File: src/rtl/simd_addsub_pkg.sv
package simd_addsub_pkg;

  typedef enum logic [2:0] {
    OP_ADD_H  = 3'd0,
    OP_XADD_H = 3'd1,
    OP_XSUB_H = 3'd2,
    OP_SUB_H  = 3'd3,
    OP_ADD_B  = 3'd4,
    OP_RSV_5  = 3'd5,
    OP_RSV_6  = 3'd6,
    OP_SUB_B  = 3'd7
  } simd_op_e;

  localparam logic [3:0] COND_ALWAYS = 4'hE;

  typedef struct packed {
    logic legal;
    logic byte_mode;
    logic byte_sub;
    logic xchg;
    logic lo_sub;
    logic hi_sub;
  } simd_ctrl_t;

endpackage

File: src/rtl/simd_op_decode.sv
module simd_op_decode
  import simd_addsub_pkg::*;
(
  input  logic [2:0] op_i,
  output simd_ctrl_t ctrl_o
);

  simd_op_e op;
  assign op = simd_op_e'(op_i);

  always_comb begin
    ctrl_o = '0;
    unique case (op)
      OP_ADD_H:  begin ctrl_o.legal = 1'b1; end
      OP_XADD_H: begin ctrl_o.legal = 1'b1; ctrl_o.xchg = 1'b1; ctrl_o.lo_sub = 1'b1; end
      OP_XSUB_H: begin ctrl_o.legal = 1'b1; ctrl_o.xchg = 1'b1; ctrl_o.hi_sub = 1'b1; end
      OP_SUB_H:  begin ctrl_o.legal = 1'b1; ctrl_o.lo_sub = 1'b1; ctrl_o.hi_sub = 1'b1; end
      OP_ADD_B:  begin ctrl_o.legal = 1'b1; ctrl_o.byte_mode = 1'b1; end
      OP_SUB_B:  begin ctrl_o.legal = 1'b1; ctrl_o.byte_mode = 1'b1; ctrl_o.byte_sub = 1'b1; end
      default:   ctrl_o = '0;
    endcase
  end

endmodule

File: src/rtl/simd_lane_addsub.sv
module simd_lane_addsub #(
  parameter int unsigned W = 8
) (
  input  logic [W-1:0] x_i,
  input  logic [W-1:0] y_i,
  input  logic         sub_i,
  output logic [W-1:0] res_o,
  output logic         ge_o
);

  // one guard bit holds any sum or difference of two W-bit signed values
  logic signed [W:0] x_ext, y_ext, full;

  assign x_ext = $signed({x_i[W-1], x_i});
  assign y_ext = $signed({y_i[W-1], y_i});
  assign full  = sub_i ? (x_ext - y_ext) : (x_ext + y_ext);
  assign res_o = full[W-1:0];
  assign ge_o  = ~full[W];

endmodule

File: src/rtl/simd_half_path.sv
module simd_half_path
  import simd_addsub_pkg::*;
#(
  parameter int unsigned DATA_W = 32,
  localparam int unsigned HW    = DATA_W / 2,
  localparam int unsigned NB    = DATA_W / 8
) (
  input  logic [DATA_W-1:0] a_i,
  input  logic [DATA_W-1:0] b_i,
  input  simd_ctrl_t        ctrl_i,
  output logic [DATA_W-1:0] res_o,
  output logic [NB-1:0]     ge_o
);

  logic [HW-1:0] b_for_lo, b_for_hi, res_lo, res_hi;
  logic          ge_lo, ge_hi;

  assign b_for_lo = ctrl_i.xchg ? b_i[DATA_W-1:HW] : b_i[HW-1:0];
  assign b_for_hi = ctrl_i.xchg ? b_i[HW-1:0]      : b_i[DATA_W-1:HW];

  simd_lane_addsub #(.W(HW)) u_lo (
    .x_i(a_i[HW-1:0]), .y_i(b_for_lo), .sub_i(ctrl_i.lo_sub),
    .res_o(res_lo), .ge_o(ge_lo)
  );

  simd_lane_addsub #(.W(HW)) u_hi (
    .x_i(a_i[DATA_W-1:HW]), .y_i(b_for_hi), .sub_i(ctrl_i.hi_sub),
    .res_o(res_hi), .ge_o(ge_hi)
  );

  assign res_o = {res_hi, res_lo};
  assign ge_o  = {{(NB/2){ge_hi}}, {(NB/2){ge_lo}}};

endmodule

File: src/rtl/simd_byte_path.sv
module simd_byte_path #(
  parameter int unsigned DATA_W = 32,
  localparam int unsigned NB    = DATA_W / 8
) (
  input  logic [DATA_W-1:0] a_i,
  input  logic [DATA_W-1:0] b_i,
  input  logic              sub_i,
  output logic [DATA_W-1:0] res_o,
  output logic [NB-1:0]     ge_o
);

  for (genvar i = 0; i < NB; i++) begin : g_lane
    simd_lane_addsub #(.W(8)) u_lane (
      .x_i(a_i[8*i +: 8]), .y_i(b_i[8*i +: 8]), .sub_i(sub_i),
      .res_o(res_o[8*i +: 8]), .ge_o(ge_o[i])
    );
  end

endmodule

File: src/rtl/simd_addsub.sv
module simd_addsub
  import simd_addsub_pkg::*;
#(
  parameter int unsigned DATA_W = 32,
  localparam int unsigned NB    = DATA_W / 8
) (
  input  logic              clk_i,
  input  logic              rst_ni,
  input  logic              valid_i,
  input  logic [2:0]        op_i,
  input  logic [3:0]        cond_i,
  input  logic              cond_pass_i,
  input  logic [DATA_W-1:0] a_i,
  input  logic [DATA_W-1:0] b_i,
  output logic [DATA_W-1:0] result_o,
  output logic [NB-1:0]     ge_o,
  output logic              valid_o
);

  simd_ctrl_t        ctrl;
  logic [DATA_W-1:0] half_res, byte_res, res_d;
  logic [NB-1:0]     half_ge, byte_ge, ge_d;
  logic              exec;

  simd_op_decode u_dec (.op_i(op_i), .ctrl_o(ctrl));

  simd_half_path #(.DATA_W(DATA_W)) u_half (
    .a_i(a_i), .b_i(b_i), .ctrl_i(ctrl), .res_o(half_res), .ge_o(half_ge)
  );

  simd_byte_path #(.DATA_W(DATA_W)) u_byte (
    .a_i(a_i), .b_i(b_i), .sub_i(ctrl.byte_sub), .res_o(byte_res), .ge_o(byte_ge)
  );

  assign res_d = ctrl.byte_mode ? byte_res : half_res;
  assign ge_d  = ctrl.byte_mode ? byte_ge  : half_ge;
  assign exec  = valid_i && ctrl.legal && ((cond_i == COND_ALWAYS) || cond_pass_i);

  always_ff @(posedge clk_i or negedge rst_ni) begin
    if (!rst_ni) begin
      result_o <= '0;
      ge_o     <= '0;
      valid_o  <= 1'b0;
    end else begin
      valid_o <= valid_i;
      if (exec) begin
        result_o <= res_d;
        ge_o     <= ge_d;
      end
    end
  end

endmodule

File: config.mk
export PLATFORM = sky130hd
export DESIGN_NAME = simd_addsub
export DESIGN_NICKNAME = d
export VERILOG_FILES = /design/src/rtl/simd_addsub_pkg.sv /design/src/rtl/simd_op_decode.sv /design/src/rtl/simd_lane_addsub.sv /design/src/rtl/simd_half_path.sv /design/src/rtl/simd_byte_path.sv /design/src/rtl/simd_addsub.sv
export SDC_FILE = /design/constraint.sdc
export NUM_CORES = 1
export LEC_CHECK = 0
export BUFFER_PORTS_ARGS = -buffer_cell sky130_fd_sc_hd__buf_2
export CORE_ASPECT_RATIO = 1.5
export CORE_UTILIZATION = 59
export DETAILED_ROUTE_END_ITERATION = 16
export HOLD_SLACK_MARGIN = 0.15
export PLACE_DENSITY = 0.84
export SLEW_MARGIN = 40
export SYNTH_ARGS = -nofsm -noshare
export SYNTH_HDL_FRONTEND = slang
export SYNTH_SLANG_ARGS = --single-unit
File: constraint.sdc
create_clock -name clk_i -period 1 [get_ports clk_i]
set_input_delay 0.15 -clock clk_i [delete_from_list [all_inputs] [get_ports clk_i]]
set_output_delay 0.15 -clock clk_i [all_outputs]
set_load 0.02 [all_outputs]
==> results of run 1 <==
==> per-layer routing <==
metal,overflow,global-route usage (%)
met5,5,36.8
met3,4,68.1
met4,101,101
met1,4,85.8
met2,236,109
==> cell families after synthesis <==
logic type,synth area share (%)
compound gates,26.5
xor+xnor,14.1
fa+ha+maj,15.5
buf+inv,5.09
flops,14.4
mux,5.34
simple gates,19.0
==> timing repair <==
action                                  4_1_cts
pin swaps                                    52
setup buffers                                19
resized for setup                           112
hold buffers                                  2
endpoints found under the setup margin       42
endpoints found under the hold margin        38
==> synth_stat cells (3+ instances only) <==
library cell / number
a211oi_1: 12
o21ai_0: 59
inv_1: 31
dfrtp_1: 37
o31ai_1: 12
or2_2: 3
xor2_1: 33
buf_1: 5
o21bai_1: 4
nor2b_1: 12
and4_1: 3
a31oi_1: 17
clkbuf_1: 26
o21ai_1: 9
nor2_1: 75
nor4_1: 8
buf_2: 6
o211ai_1: 5
o31a_1: 5
o41ai_1: 4
nand2_1: 81
ha_1: 70
a21oi_1: 72
buf_6: 4
fa_1: 6
xnor2_1: 65
a311oi_1: 4
a21o_1: 18
or3_1: 7
a22oi_1: 9
mux2i_1: 32
o21a_1: 12
nand3_1: 18
a21boi_0: 3
and3_1: 10
nor3_1: 25
nand2b_1: 5
==> per-stage QoR <==
step	util (%)	hold WS (ps)
2_1_floorplan	-	-146
3_3_place_gp	87.8	126
3_5_place_dp	87.8	128
4_1_cts	95.7	358
==> flow_metrics.py, run 1 <==
metrics = {
    "floorplanning": {
        "die_w_um": 87.1,
        "row_count": 46,
        "initial_utilization_pct": 60.6,
        "ios": 112,
        "die_h_um": 130,
    },
    "synth": {
        "ys_seq_area_share_pct": 14.4,
        "synth_edf_count": 0,
        "synth_top_area_share_pct": 14.4,
        "synth_ff_type": "dfrtp_1",
        "synth_nets": 999,
        "syn-cell-area_mm2": 0.00642,
        "ys_types": 69,
        "synthCells": 848,
        "synthTopCellsByArea": "dfrtp_1, ha_1, xnor2_1",
        "synth_warnings": 0,
        "synth-seq-cells": 37,
        "synth_area_per_cell_um2": 7.57,
        "async_reset_ff_share_pct": 100,
        "synth_area_leader_cell": "dfrtp_1",
    },
    "global_route": {
        "grt_max_degree": 38,
        "grt_pass1_vias": 12700,
        "overflow": 350,
        "grtUsageTotal_pct": 89.4,
        "grt_pass1_wl_mm": 78.0,
    },
    "clock_network": {
        "cts_max_path_buffers": 2,
        "numClockSinks": 37,
        "cts-root-buf": "clkbuf_16",
        "numCtsBuffers": 5,
        "htreeDepth": 2,
    },
    "placement": {
        "place_area_mm2": 0.00930,
        "dpl_worst_slack_ps": -2640,
        "portBuffers": 111,
        "dp.cells": 1350,
        "dpl.hpwl_mm": 22.7,
        "gp_congestion": 1.01,
    },
    "run_status": {
        "stop_stage": "global routing (5_1_grt)",
        "status": "did not finish",
        "first-error": "[ERROR GRT-0116] Global routing finished with congestion. Check the congestion regions in the DRC Viewer.",
    },
}
==> inputs of run 2 (changes only) <==
CORE_ASPECT_RATIO = not set   (was 1.5)
CORE_UTILIZATION = 40   (was 59)
HOLD_SLACK_MARGIN = not set   (was 0.15)
PLACE_DENSITY = not set   (was 0.84)
PLACE_DENSITY_LB_ADDON = 0.15   (was not set)
==> run 2 against run 1 <==
The flow now finishes, with violations (negative setup slack). Synthesized cell count stayed put. Area after synthesis stayed put.
==> flow_metrics.py, run 2 <==
metrics = {
    "floorplanning": {
        "die-area_mm2": 0.0166,
        "core-area_mm2": 0.0154,
        "die_h_um": 129,
        "row_count": 45,
        "initial_utilization_pct": 41.6,
        "die_w_um": 129,
        "ios": 112,
    },
    "finish": {
        "final_cells": 1493,
        "nets": 1432,
        "top_regs": "result_o x32, ge_o x4, valid_o x1",
        "largest_reg_flops": 32,
        "syn_to_final_growth_pct": 76.9,
        "drive_above_1_share_pct": 50.0,
        "layout.cells.most_common_list": "buf_4, buf_2, nand2_1, nor2_1, xnor2_1",
        "stdcell_area_mm2": 0.0113,
        "mostFrequentLayoutCell": "buf_4",
        "top_register": "result_o",
    },
    "synth": {
        "synthTopCellsByArea": "dfrtp_1, ha_1, xnor2_1",
        "ys_seq_area_share_pct": 14.4,
        "synth_warnings": 0,
        "synth_area_leader_cell": "dfrtp_1",
        "synth_area_per_cell_um2": 7.57,
        "synth_top_area_share_pct": 14.4,
        "async_reset_ff_share_pct": 100,
        "syn-cell-area_mm2": 0.00642,
        "synth_nets": 999,
        "synth_edf_count": 0,
        "synth_ff_type": "dfrtp_1",
        "synthCells": 848,
        "synth_most_common_cell": "nand2_1",
        "ys_types": 69,
        "synth-seq-cells": 37,
        "synthTopCellsByCount": "nand2_1, nor2_1, a21oi_1",
    },
    "min_path": {
        "hp-start": "valid_i",
        "hold_class": "input pin to flip-flop",
        "min_path_cells": 1,
        "whs_endpoint": "valid_o$_DFF_PN0_",
    },
    "placement": {
        "place_area_mm2": 0.00945,
        "portBuffers": 111,
        "dp.cells": 1427,
        "dpl_worst_slack_ps": -2660,
        "gp_congestion": 0.944,
        "dpl.hpwl_mm": 20.1,
    },
    "power_and_ir_drop": {
        "leakagePower_nw": 5.29,
        "total_power_w": 0.0150,
        "power-per-cell-area_mw_per_mm2": 1320,
        "vdd_drop_max_mv": 1.10,
    },
    "detailed_routing": {
        "avgRoutedWirePerCell_um": 18.0,
        "viasPerCell": 5.48,
        "ant_nets": 0,
        "drc": 0,
        "first_pass_iters": 7,
        "vias": 8176,
        "wirelength_mm": 26.9,
        "drt-initial-drc-count": 440,
    },
    "timing": {
        "rsz0062_at_grt": "yes",
        "slew_headroom_pct": 72.0,
        "worst_pin_slew_ps": 408,
        "setup_viol": 37,
        "min_period_over_period_pct": 319,
        "drv_slew": 0,
        "worst_slack_ps": -2190,
        "report.final.hold_viol_count": 0,
        "post-route-min-period_ps": 3190,
        "clock_skew_ps": 0,
        "fmax_mhz": 314,
    },
    "setup_path": {
        "ff2ff_path_depth": 2,
        "r2r_end": "result_o[23]$_DFFE_PN0P_",
        "crit_required_ps": 1160,
        "reg2reg_slack_ps": 160,
        "endpoint_kind": "flip-flop",
        "cp_max_fo": 5,
        "cp.arrival_ps": 3350,
        "start_kind": "input pin",
        "path_class": "input pin to flip-flop",
        "worstSetupStartpoint": "op_i[1]",
        "r2r_start": "result_o[23]$_DFFE_PN0P_",
    },
    "clock_network": {
        "insertion_delay_ps": 280,
        "cts_max_path_buffers": 2,
        "clk_pin_slew_ps": 50,
        "numClockSinks": 37,
        "htreeDepth": 2,
        "cts-root-buf": "clkbuf_16",
        "cts_tree": "yes",
        "numCtsBuffers": 5,
    },
    "global_route": {
        "antenna_found_initial": 0,
        "grt_max_degree": 38,
        "overflow": 0,
        "grtUsageTotal_pct": 30.1,
        "grt_pass1_wl_mm": 38.9,
        "grt_pass1_vias": 7603,
    },
    "run_status": {
        "violations": "negative setup slack",
        "status": "finished with violations",
    },
    "job": {
        "maxCapViolCount": 0,
    },
}
[run 2: cell counts after synthesis]
No cell type changed its count.
[run 2: metal layers]
layer | part of all wire (%) | up-vias | GRT usage [%] | routed length [um]
met3 | 5.4 | 66 | 2.62 | 1450
met1 | 45 | 3869 | 41.8 | 12000
met4 | 3.5 | 0 | 8.58 | 951
met5 | 0 | - | 0 | 0
met2 | 46 | 304 | 49.8 | 12400
li1 | - | 3937 | - | -
[run 2: per-stage QoR]
stage	hold slack, ps	setup TNS, ps	utilization, %
6_report	19.7	-63310	73.6
5_1_grt	21.5	-66750	73.5
4_1_cts	14.5	-59060	67.2
3_5_place_dp	133	-74950	61.3
3_3_place_gp	135	-72010	61.3
2_1_floorplan	-146	-58760	-
[run 2: area by class of cell]
cell class	count	area, um^2
inverters	32	128
fillers	1188	4080
flip-flops and latches	37	926
multi-input cells	737	6350
clock buffers	7	143
well taps	211	264
repair buffers	468	3530
diodes	1	2.50
[run 2: critical path, cell delays in order]
cell	delay, ps
buf_12	120
xor2_4	190
nand2_4	120
buf_6	130
mux2i_4	270
nand2_2	100
o41ai_4	370
buf_4	200
xnor2_4	130
ha_4	250
buf_6	130
o21a_1	110
o21ai_2	220
o21bai_2	110
o21bai_1	230
nand2_1	90
xor2_1	150
a221o_1	280
[run 2: where the power goes]
| part | internal (W) | switching [W] |
|---|---|---|
| clock network | 0.000979 | 0.000607 |
| registers | 0.00201 | 0.000304 |
| logic | 0.00550 | 0.00556 |
| total | 0.00848 | 0.00647 |
[run 2: what timing repair did]
item / in CTS / in global routing
resized for setup: 114 / 156
gates cloned: 1 / 0
endpoints found under the setup margin: 39 / 42
hold endpoints to repair: 37 / 0
hold buffers: 1 / 0
pin swaps: 86 / 108
buffers inserted: 37 / 29
[run 2: cells by family (layout without fill, tap and decap cells)]
kind of cell	count (synthesis)	count (layout)	synth area share, %
compound gates	266	266	26.5
xor+xnor	100	100	14.1
fa+ha+maj	76	76	15.5
buf+inv	75	507	5.09
flops	37	37	14.4
mux	34	34	5.34
other cells	0	1	0
simple gates	260	261	19.0
[run 2: how the worst max path moves through the flow]
stage | endpoint | slack [ps] | cells after the start
after floorplan | ge_o[0]$_DFFE_PN0P_ | -2190 | 15
after global placement | ge_o[0]$_DFFE_PN0P_ | -2470 | 15
after detailed placement | ge_o[0]$_DFFE_PN0P_ | -2660 | 15
after CTS | ge_o[1]$_DFFE_PN0P_ | -2070 | 15
after global routing | result_o[11]$_DFFE_PN0P_ | -2380 | 17
final | result_o[11]$_DFFE_PN0P_ | -2190 | 18
No activity file was read; power rests on OpenSTA's default activity.
==> inputs of run 3 (changes only) <==
CELL_PAD_IN_SITES_DETAIL_PLACEMENT = 1   (was not set)
CELL_PAD_IN_SITES_GLOBAL_PLACEMENT = 2   (was not set)
CORE_UTILIZATION = 33   (was 40)
==> run 3 against run 2 <==
The run still ends with negative setup slack left. Die area up 21%. Critical path depth unchanged. Clock skew unchanged. Sequential power grew 5%. Cell count grew 4.4%. Fmax fell by 5.1%. Clock power increased by 10%. Via count rose by 3.2%. Global-route usage is 1.0 points higher. Setup slack got worse by 170 ps. Core utilization shrank 13 points. Total power increased by 7.0%.
==> flow_metrics.py, run 3 (same netlist as run 2, synthesis figures left out) <==
metrics = {
    "floorplanning": {
        "initial_utilization_pct": 34.0,
        "die-area_mm2": 0.0200,
        "ios": 112,
        "die_w_um": 141,
        "row_count": 50,
        "core-area_mm2": 0.0189,
        "die_h_um": 141,
    },
    "global_route": {
        "grt_pass1_vias": 9068,
        "grt_pass1_wl_mm": 48.3,
        "grtUsageTotal_pct": 31.2,
        "antenna_found_initial": 0,
        "overflow": 0,
        "grt_max_degree": 38,
    },
    "setup_path": {
        "worstSetupStartpoint": "op_i[1]",
        "start_kind": "input pin",
        "path_class": "input pin to flip-flop",
        "r2r_start": "ge_o[2]$_DFFE_PN0P_",
        "critPathMostFrequentCell": "buf_4",
        "cp_slowest_stage_delay_ps": 360,
        "cpMaxStageDelayCell": "ha_1",
        "critical-path-top-delay-family": "compound AO/OA/AOI/OAI gates",
        "cp_num_buf_inv": 5,
        "crit_required_ps": 1190,
        "endpoint_kind": "flip-flop",
        "cp_max_fo": 6,
        "crit_chain": "buf_12 > xnor2_4 > buf_6 > nor2_4 > buf_4 > buf_4 > mux2i_1 > buf_4 > a41o_4 > xnor2_2 > ha_1 > a21o_1 > a21oi_2 > nand2b_1 > o21a_1 > a221oi_4 > xnor2_2 > o21ai_1",
        "cp.arrival_ps": 3540,
    },
    "clock_network": {
        "numClockSinks": 37,
        "insertion_delay_ps": 290,
        "cts_tree": "yes",
        "clk_pin_slew_ps": 60,
        "cts_max_path_buffers": 2,
        "cts-root-buf": "clkbuf_16",
        "htreeDepth": 2,
        "numCtsBuffers": 5,
    },
    "run_status": {
        "violations": "negative setup slack",
        "status": "finished with violations",
    },
    "detailed_routing": {
        "wirelength_mm": 33.6,
        "drc": 0,
        "ant_nets": 0,
        "viasPerCell": 5.41,
        "first_pass_iters": 7,
        "avgRoutedWirePerCell_um": 21.5,
        "drt-initial-drc-count": 278,
        "vias": 8437,
    },
    "finish": {
        "largest_reg_flops": 32,
        "stdcell_area_mm2": 0.0115,
        "nets": 1449,
        "drive_above_1_share_pct": 50.0,
        "top_regs": "result_o x32, ge_o x4, valid_o x1",
        "layout.cells.most_common_list": "buf_4, buf_2, nand2_1, nor2_1, xnor2_1",
        "final_cells": 1559,
        "n_antenna_cell": 0,
        "syn_to_final_growth_pct": 78.8,
        "mostFrequentLayoutCell": "buf_4",
        "top_register": "result_o",
    },
    "power_and_ir_drop": {
        "leakagePower_nw": 5.40,
        "power-per-cell-area_mw_per_mm2": 1390,
        "vdd_drop_max_mv": 0.624,
    },
    "timing": {
        "worst_pin_slew_ps": 658,
        "drv_slew": 0,
        "report.final.hold_viol_count": 0,
        "slew_headroom_pct": 56.0,
        "worst_slack_ps": -2360,
        "setup_viol": 45,
        "fmax_mhz": 298,
        "rsz0062_at_grt": "yes",
        "min_period_over_period_pct": 336,
        "clock_skew_ps": 0,
        "post-route-min-period_ps": 3360,
    },
    "placement": {
        "dpl_worst_slack_ps": -2790,
        "dpl.hpwl_mm": 24.9,
        "dp.cells": 1499,
        "gp_congestion": 0.907,
        "place_area_mm2": 0.00970,
        "portBuffers": 111,
    },
    "job": {
        "maxCapViolCount": 0,
    },
    "min_path": {
        "hp-start": "valid_i",
        "hold_class": "input pin to flip-flop",
    },
}
==> run 3: changes by cell type in the layout (fill, tap and decap cells not counted), moves of 4 or more <==
cell	change
o21ai_2	-4
buf_4	+34
xor2_1	+6
xor2_2	-5
buf_2	-14
o21ai_1	+5
nand3_1	-4
==> run 3: final cells by class <==
| class | count | area, um^2 |
|---|---|---|
| multi-input cells | 736 | 6260 |
| fillers | 2271 | 7420 |
| flip-flops and latches | 37 | 926 |
| clock inverters | 1 | 5.00 |
| repair buffers | 486 | 3680 |
| clock buffers | 7 | 153 |
| inverters | 32 | 128 |
| well taps | 260 | 325 |
==> run 3: worst paths after layout <==
check	slack [ps]	endpoint	cells past startpoint
worst max-delay path	-2360	ge_o[2]$_DFFE_PN0P_	18
worst min-delay path	20	valid_o$_DFF_PN0_	1
worst max register to register	-40	ge_o[2]$_DFFE_PN0P_	3
worst min register to register	480	result_o[15]$_DFFE_PN0P_	2
max in group asynchronous	440	result_o[26]$_DFFE_PN0P_	3
min in group asynchronous	360	result_o[1]$_DFFE_PN0P_	3
==> run 3: metrics by stage <==
stage | hold slack [ps] | total power [W] | util (%) | setup TNS (ps)
3_3_place_gp | 132 | 0.0109 | 51.3 | -74670
3_5_place_dp | 137 | 0.0113 | 51.3 | -79960
6_report | 16.6 | 0.0160 | 60.7 | -65000
2_1_floorplan | -146 | 0.00720 | - | -58760
5_1_grt | 19.0 | 0.0168 | 60.7 | -68350
4_1_cts | 9.98 | 0.0143 | 57.1 | -61760
==> run 3: where the power goes <==
group	total [W]	switching, W	leakage, nW	internal, W
Clock	0.00175	0.000694	0.0799	0.00106
Combinational	0.0118	0.00601	4.87	0.00581
Sequential	0.00242	0.000412	0.447	0.00200
Total	0.0160	0.00712	5.40	0.00888
==> run 3: metal layers <==
metal | up-vias | wire length, um | GRT usage [%]
li1 | 3986 | - | -
met1 | 4153 | 14200 | 38.0
met2 | 225 | 16900 | 55.8
met3 | 73 | 1510 | 4.89
met4 | 0 | 954 | 10.1
met5 | - | 0 | 0
==> run 3: what timing repair did <==
action,CTS,global route
resized for setup,147,114
hold endpoints to repair,37,0
hold buffers,1,0
setup endpoints to repair,48,56
setup buffers,33,34
pin swaps,76,87
